$ cat src/rtl/sertx_pkg.sv
package sertx_pkg;

    localparam int MAX_DATA_W = 9;

    typedef enum logic [2:0] {
        ST_IDLE  = 3'd0,
        ST_START = 3'd1,
        ST_DATA  = 3'd2,
        ST_PAR   = 3'd3,
        ST_STOP  = 3'd4,
        ST_BRK   = 3'd5
    } tx_state_e;

    typedef enum logic [2:0] {
        PM_NONE  = 3'd0,
        PM_ODD   = 3'd1,
        PM_EVEN  = 3'd2,
        PM_MARK  = 3'd3,
        PM_SPACE = 3'd4
    } par_mode_e;

    function automatic logic [3:0] len_to_bits(input logic [1:0] code);
        unique case (code)
            2'd0:    return 4'd7;
            2'd2:    return 4'd9;
            default: return 4'd8;
        endcase
    endfunction

endpackage

$ cat src/rtl/sertx_holdbuf.sv
module sertx_holdbuf #(
    parameter int DATA_W = 9
) (
    input  logic              clk_i,
    input  logic              rst_ni,
    input  logic              wr_i,
    input  logic [DATA_W-1:0] wr_data_i,
    input  logic              take_i,
    output logic [DATA_W-1:0] data_o,
    output logic              empty_o
);

    always_ff @(posedge clk_i or negedge rst_ni) begin
        if (!rst_ni) begin
            data_o  <= '0;
            empty_o <= 1'b1;
        end else if (wr_i) begin
            data_o  <= wr_data_i;
            empty_o <= 1'b0;
        end else if (take_i) begin
            empty_o <= 1'b1;
        end
    end

    // a write always leaves the buffer full
    p_wr_clears_empty_r5: assert property (@(posedge clk_i) disable iff (!rst_ni)
        wr_i |=> !empty_o);

    // a copy into the shifter with no write frees the buffer
    p_take_sets_empty_r5: assert property (@(posedge clk_i) disable iff (!rst_ni)
        (take_i && !wr_i) |=> empty_o);

endmodule

$ cat src/rtl/sertx_parity.sv
module sertx_parity #(
    parameter int DATA_W = 9
) (
    input  logic [DATA_W-1:0] data_i,
    input  logic [3:0]        nbits_i,
    input  logic [2:0]        mode_i,
    output logic              en_o,
    output logic              bit_o
);
    import sertx_pkg::*;

    logic acc;

    always_comb begin
        acc = 1'b0;
        for (int i = 0; i < DATA_W; i++) begin
            if (4'(i) < nbits_i) acc = acc ^ data_i[i];
        end
    end

    always_comb begin
        en_o  = 1'b1;
        bit_o = 1'b0;
        unique case (mode_i)
            PM_ODD:   bit_o = ~acc;
            PM_EVEN:  bit_o = acc;
            PM_MARK:  bit_o = 1'b1;
            PM_SPACE: bit_o = 1'b0;
            default:  en_o  = 1'b0;
        endcase
    end

endmodule

$ cat src/rtl/sertx_shifter.sv
module sertx_shifter #(
    parameter int DATA_W        = 9,
    parameter int TICKS_PER_BIT = 16
) (
    input  logic              clk_i,
    input  logic              rst_ni,
    input  logic              tick_i,
    input  logic              break_i,
    input  logic              have_data_i,
    input  logic [DATA_W-1:0] data_i,
    input  logic [1:0]        len_sel_i,
    input  logic              stop2_i,
    input  logic              par_en_i,
    input  logic              par_bit_i,
    output logic              take_o,
    output logic              txd_o,
    output logic              busy_o
);
    import sertx_pkg::*;

    localparam int CW  = (TICKS_PER_BIT > 1) ? $clog2(TICKS_PER_BIT) : 1;
    localparam int BCW = $clog2(DATA_W + 1);

    tx_state_e         state_q, state_d;
    logic [CW-1:0]     cnt_q;
    logic [BCW-1:0]    bit_q, bit_d;
    logic [BCW-1:0]    nb_q, nb_d;
    logic [DATA_W-1:0] sh_q, sh_d;
    logic              st2_q, st2_d;
    logic              pe_q, pe_d;
    logic              pb_q, pb_d;
    logic              bit_end;

    assign bit_end = tick_i && (cnt_q == CW'(TICKS_PER_BIT - 1));

    always_comb begin
        state_d = state_q;
        bit_d   = bit_q;
        nb_d    = nb_q;
        sh_d    = sh_q;
        st2_d   = st2_q;
        pe_d    = pe_q;
        pb_d    = pb_q;
        take_o  = 1'b0;
        if (break_i) begin
            state_d = ST_BRK;
        end else begin
            unique case (state_q)
                ST_IDLE:  if (tick_i && have_data_i) take_o = 1'b1;
                ST_START: if (bit_end) begin
                    state_d = ST_DATA;
                    bit_d   = '0;
                end
                ST_DATA:  if (bit_end) begin
                    sh_d = sh_q >> 1;
                    if (bit_q == nb_q - 1'b1) begin
                        bit_d   = '0;
                        state_d = pe_q ? ST_PAR : ST_STOP;
                    end else begin
                        bit_d = bit_q + 1'b1;
                    end
                end
                ST_PAR:   if (bit_end) begin
                    state_d = ST_STOP;
                    bit_d   = '0;
                end
                ST_STOP:  if (bit_end) begin
                    if (st2_q && bit_q == '0) bit_d = 1'b1;
                    else if (have_data_i)     take_o = 1'b1;
                    else                      state_d = ST_IDLE;
                end
                ST_BRK:   state_d = ST_IDLE;
                default:  state_d = ST_IDLE;
            endcase
        end
        if (take_o) begin
            state_d = ST_START;
            bit_d   = '0;
            sh_d    = data_i;
            nb_d    = BCW'(len_to_bits(len_sel_i));
            st2_d   = stop2_i;
            pe_d    = par_en_i;
            pb_d    = par_bit_i;
        end
    end

    always_ff @(posedge clk_i or negedge rst_ni) begin
        if (!rst_ni) begin
            state_q <= ST_IDLE;
            cnt_q   <= '0;
            bit_q   <= '0;
            nb_q    <= BCW'(8);
            sh_q    <= '0;
            st2_q   <= 1'b0;
            pe_q    <= 1'b0;
            pb_q    <= 1'b0;
        end else begin
            state_q <= state_d;
            bit_q   <= bit_d;
            nb_q    <= nb_d;
            sh_q    <= sh_d;
            st2_q   <= st2_d;
            pe_q    <= pe_d;
            pb_q    <= pb_d;
            if (take_o || state_d == ST_IDLE || state_d == ST_BRK) cnt_q <= '0;
            else if (bit_end)                                      cnt_q <= '0;
            else if (tick_i)                                       cnt_q <= cnt_q + 1'b1;
        end
    end

    always_comb begin
        txd_o  = 1'b1;
        busy_o = 1'b1;
        unique case (state_q)
            ST_IDLE:  busy_o = 1'b0;
            ST_START: txd_o  = 1'b0;
            ST_DATA:  txd_o  = sh_q[0];
            ST_PAR:   txd_o  = pb_q;
            ST_STOP:  txd_o  = 1'b1;
            ST_BRK:   begin txd_o = 1'b0; busy_o = 1'b0; end
            default:  busy_o = 1'b0;
        endcase
    end

    // every frame opens with a low start bit
    p_start_low_r2: assert property (@(posedge clk_i) disable iff (!rst_ni)
        $rose(busy_o) |-> !txd_o);

    // within a frame the line only moves on a tick
    p_bit_stable_r4: assert property (@(posedge clk_i) disable iff (!rst_ni)
        (busy_o && !tick_i && !break_i) |=> $stable(txd_o));

    // idle with data and a tick begins a frame
    p_idle_start_r6: assert property (@(posedge clk_i) disable iff (!rst_ni)
        (!busy_o && txd_o && tick_i && have_data_i && !break_i) |=> busy_o);

    // break pulls the line low on the next cycle
    p_break_low_r9: assert property (@(posedge clk_i) disable iff (!rst_ni)
        break_i |=> (!txd_o && !busy_o));

endmodule

$ cat src/rtl/sertx_top.sv
module sertx_top #(
    parameter int DATA_W        = sertx_pkg::MAX_DATA_W,
    parameter int TICKS_PER_BIT = 16
) (
    input  logic              clk_i,
    input  logic              rst_ni,
    input  logic              tick_i,
    input  logic              break_i,
    input  logic              wr_i,
    input  logic [DATA_W-1:0] wr_data_i,
    input  logic [1:0]        len_sel_i,
    input  logic              stop2_i,
    input  logic [2:0]        par_sel_i,
    output logic              txd_o,
    output logic              empty_o,
    output logic              busy_o
);
    import sertx_pkg::*;

    logic [DATA_W-1:0] hold_data;
    logic              take;
    logic              par_en;
    logic              par_bit;

    sertx_holdbuf #(.DATA_W(DATA_W)) u_hold (
        .clk_i     (clk_i),
        .rst_ni    (rst_ni),
        .wr_i      (wr_i),
        .wr_data_i (wr_data_i),
        .take_i    (take),
        .data_o    (hold_data),
        .empty_o   (empty_o)
    );

    sertx_parity #(.DATA_W(DATA_W)) u_par (
        .data_i  (hold_data),
        .nbits_i (len_to_bits(len_sel_i)),
        .mode_i  (par_sel_i),
        .en_o    (par_en),
        .bit_o   (par_bit)
    );

    sertx_shifter #(.DATA_W(DATA_W), .TICKS_PER_BIT(TICKS_PER_BIT)) u_shift (
        .clk_i       (clk_i),
        .rst_ni      (rst_ni),
        .tick_i      (tick_i),
        .break_i     (break_i),
        .have_data_i (!empty_o),
        .data_i      (hold_data),
        .len_sel_i   (len_sel_i),
        .stop2_i     (stop2_i),
        .par_en_i    (par_en),
        .par_bit_i   (par_bit),
        .take_o      (take),
        .txd_o       (txd_o),
        .busy_o      (busy_o)
    );

endmodule

$ cat config.mk
export PLATFORM = sky130hd
export DESIGN_NAME = sertx_top
export DESIGN_NICKNAME = d
export VERILOG_FILES = /design/src/rtl/sertx_pkg.sv /design/src/rtl/sertx_holdbuf.sv /design/src/rtl/sertx_parity.sv /design/src/rtl/sertx_shifter.sv /design/src/rtl/sertx_top.sv
export SDC_FILE = /design/constraint.sdc
export NUM_CORES = 1
export LEC_CHECK = 0
export BUFFER_PORTS_ARGS = -buffer_cell sky130_fd_sc_hd__buf_2
export CORE_UTILIZATION = 53
export CTS_CLUSTER_DIAMETER = 30
export DETAILED_ROUTE_END_ITERATION = 12
export MAX_ROUTING_LAYER = met4
export PLACE_DENSITY_LB_ADDON = 0.3
export SLEW_MARGIN = 20
export SYNTH_ARGS = -nofsm -noshare
export SYNTH_HDL_FRONTEND = slang
export SYNTH_SLANG_ARGS = --single-unit
export TNS_END_PERCENT = 20
$ cat constraint.sdc
create_clock -name clk_i -period 3.6 [get_ports clk_i]
set_input_delay 0.54 -clock clk_i [delete_from_list [all_inputs] [get_ports clk_i]]
set_output_delay 0.54 -clock clk_i [all_outputs]
set_load 0.02 [all_outputs]
==> flow_metrics.tcl <==
set metrics [dict create \
    rr_worst_depth 6 \
    chipWidth_um 64.34 \
    synth_cells 200 \
    slowest_stage "dfrtp_1" \
    drt_iter0_drc 217 \
    cts_buffer_depth 2 \
    core_area_mm2 0.003689 \
    grt_usage_pct 23.19 \
    cap_violations 0 \
    die-height_um 64.34 \
    num_rows 22 \
    gp_congestion 0.8010 \
    drive_gt1_share_pct 23.32 \
    required_ns 3.06 \
    ys_types 51 \
    tns_ns 0 \
    dpl-instance-area_mm2 0.002185 \
    io_buffers 22 \
    cts_tree "built" \
    stdcell_area_mm2 0.002277 \
    dpl.hpwl_mm 2.815 \
    crit_buf_inv 2 \
    rsz0062_at_grt "no" \
    post-route-period-util_pct 62.21 \
    leakagePower_nw 1.070 \
    finalHoldViolCount 0 \
    root_buffer "clkbuf_8" \
    initial_utilization_pct 55.83 \
    synth_edf_count 0 \
    syn_area_mm2 0.002059 \
    num_antenna_cells 0 \
    fin_nets 247 \
    antenna_found_initial 0 \
    vdd_drop_max_mv 0.2731 \
    grt_max_degree 37 \
    routed-via-count 1577 \
    cp_top_family "simple AND/OR/NAND/NOR gates" \
    path_class "register to primary output" \
    ys_ff_latch 36 \
    fin_skew_ns 0.008670 \
    worstHoldPathType "input pin to async pin" \
    ys.flop_type "dfrtp_1" \
    synth_most_common_cell "dfrtp_1" \
    setup_viol 0 \
    antenna_left 0 \
    end_kind "primary output" \
    cp_num_cells 5 \
    numCtsBuffers 5 \
    routed_wl_mm 3.856 \
    reg2reg_slack_ns 1.42 \
    h-tree-depth 2 \
    critPathMaxFanout 8 \
    p_total_mw 1.017 \
    ctsHoldBuffers 0 \
    synth_top_area_cell "dfrtp_1" \
    clock_sink_count 36 \
    routed_via_density 5.819 \
    relSlewSlack_pct 46.86 \
    post_drt_wl_per_cell_um 14.23 \
    tightest_slew_ns 0.7971 \
    fp.dieArea_mm2 0.004139 \
    critical-path-max-stage-delay_ns 0.53 \
    clock_latency_ns 0.28 \
    ys_async_sr_fraction_pct 100.0 \
    status "finished clean" \
    fin_crit_ns 2.240 \
    first_pass_iters 4 \
    post_cts_buffers 0 \
    yosys-top-cells-count "dfrtp_1 (34), nand2_1 (23), mux2_2 (11)" \
    grt.overflow.total 0 \
    synth_top_area_share_pct 41.31 \
    crit_path_cell_trace "inv_2, or3_1, nor2_1, a21oi_1, buf_2" \
    synth_fp_nets 225 \
    ys_warn_count 0 \
    crit_arrival_ns 1.70 \
    power_density_mw_per_mm2 446.8 \
    maxSlewViolCount 0 \
    syn2layout_area_growth_pct 10.57 \
    syn_avg_cell_area_um2 10.30 \
    cts.repair.resized 0 \
    path_clk_slew_ns 0.08 \
    drcViolationCount 0 \
    start_kind "register" \
    seq_area_frac_synth_pct 43.86 \
    ios 23 \
    grt_pass1_vias 1573 \
    max_freq_mhz 446.5 \
    netlist_top_cells_area "dfrtp_1 (41%), mux2_2 (6.0%), nand2_1 (4.2%), a22o_1 (3.8%), xnor2_1 (3.8%)" \
    grt_pass1_wl_mm 7.169 \
]
[layout make-up]
cell class,count,area [um^2]
Clock buffer,6,82.58
Clock inverter,2,10.01
Fill cell,313,1411
Inverter,7,26.28
Multi-Input combinational cell,150,1085
Sequential cell,36,903.4
Tap cell,48,60.06
Timing Repair Buffer,22,110.1
[stage by stage]
stage          std cells  setup WS (ns)  util, %  hold WS (ns)
2_1_floorplan        200          1.659        -        0.2444
3_3_place_gp         263          1.398    59.23        0.4591
3_5_place_dp         263          1.356    59.23        0.4702
4_1_cts              271          1.357    61.74        0.3631
5_1_grt              271          1.240    61.74        0.3989
6_report             271          1.361    61.74        0.3297
[power by group]
part | switching (mW) | internal, mW | leakage (nW) | total [mW]
Sequential | 0.0497 | 0.472 | 0.451 | 0.521
Combinational | 0.0958 | 0.108 | 0.568 | 0.204
Clock | 0.140 | 0.153 | 0.0510 | 0.292
[layout by cell type (no fill, tap or decap), types with 2 or more instances in the layout]
master and n:
dfstp_2 2, clkinv_2 2, a22o_1 9, and3_1 2, inv_1 6, a21oi_1 10, o21ai_0 10, o21bai_1 2
nand2b_1 2, ha_1 5, buf_2 22, nor2_1 9, nor3_1 3, or3_1 3, clkbuf_8 6, nand4_1 4
dfrtp_1 34, a21o_1 10, mux2_2 11, nand2_1 23, o211ai_1 2, xor2_1 4, xnor2_1 9, nand3_1 2
nor2b_1 5
[state kept, by name, summed over array words and instances, names as in the netlist]
name,cells
u_hold.empty_o,1
u_shift.bit_q,4
u_shift.cnt_q,4
u_shift.sh_q,9
u_shift.pb_q,1
u_shift.state_q,3
u_shift.st2_q,1
u_shift.nb_q,3
u_shift.pe_q,1
u_hold.data_o,9
[cell families (layout without fill, tap and decap cells)]
kind of cell             after synthesis  after routing  share of synthesized area, %
XOR/XNOR                              14             14                         6.622
multiplexers                          11             11                         6.015
adder cells (fa/ha/maj)                5              5                         3.038
AO/OA/AOI/OAI                         51             51                         16.89
buffers and inverters                 14             37                         3.463
AND/OR/NAND/NOR                       69             69                         20.11
flip-flops                            36             36                         43.86
[metal layers]
| metal | global-route usage (%) | up-vias | share of wire (%) |
|---|---|---|---|
| li1 | - | 763 | - |
| met1 | 30.67 | 759 | 45 |
| met2 | 36.05 | 50 | 48 |
| met3 | 5.000 | 5 | 5.6 |
| met4 | 6.389 | 0 | 0.86 |
| met5 | - | - | 0 |
[worst paths after layout]
| path | start | endpoint |
|---|---|---|
| setup / recovery | u_shift.state_q[1] | txd_o |
| hold / removal | rst_ni | u_shift.bit_q[0] |
| setup reg to reg | u_shift.cnt_q[0] | u_shift.sh_q[3] |
| hold reg to reg | u_shift.sh_q[2] | u_shift.sh_q[2] |
| max in group asynchronous | rst_ni | u_shift.sh_q[4] |
| min in group clk_i | stop2_i | u_shift.st2_q |
Power figures use the tool's default switching activity.
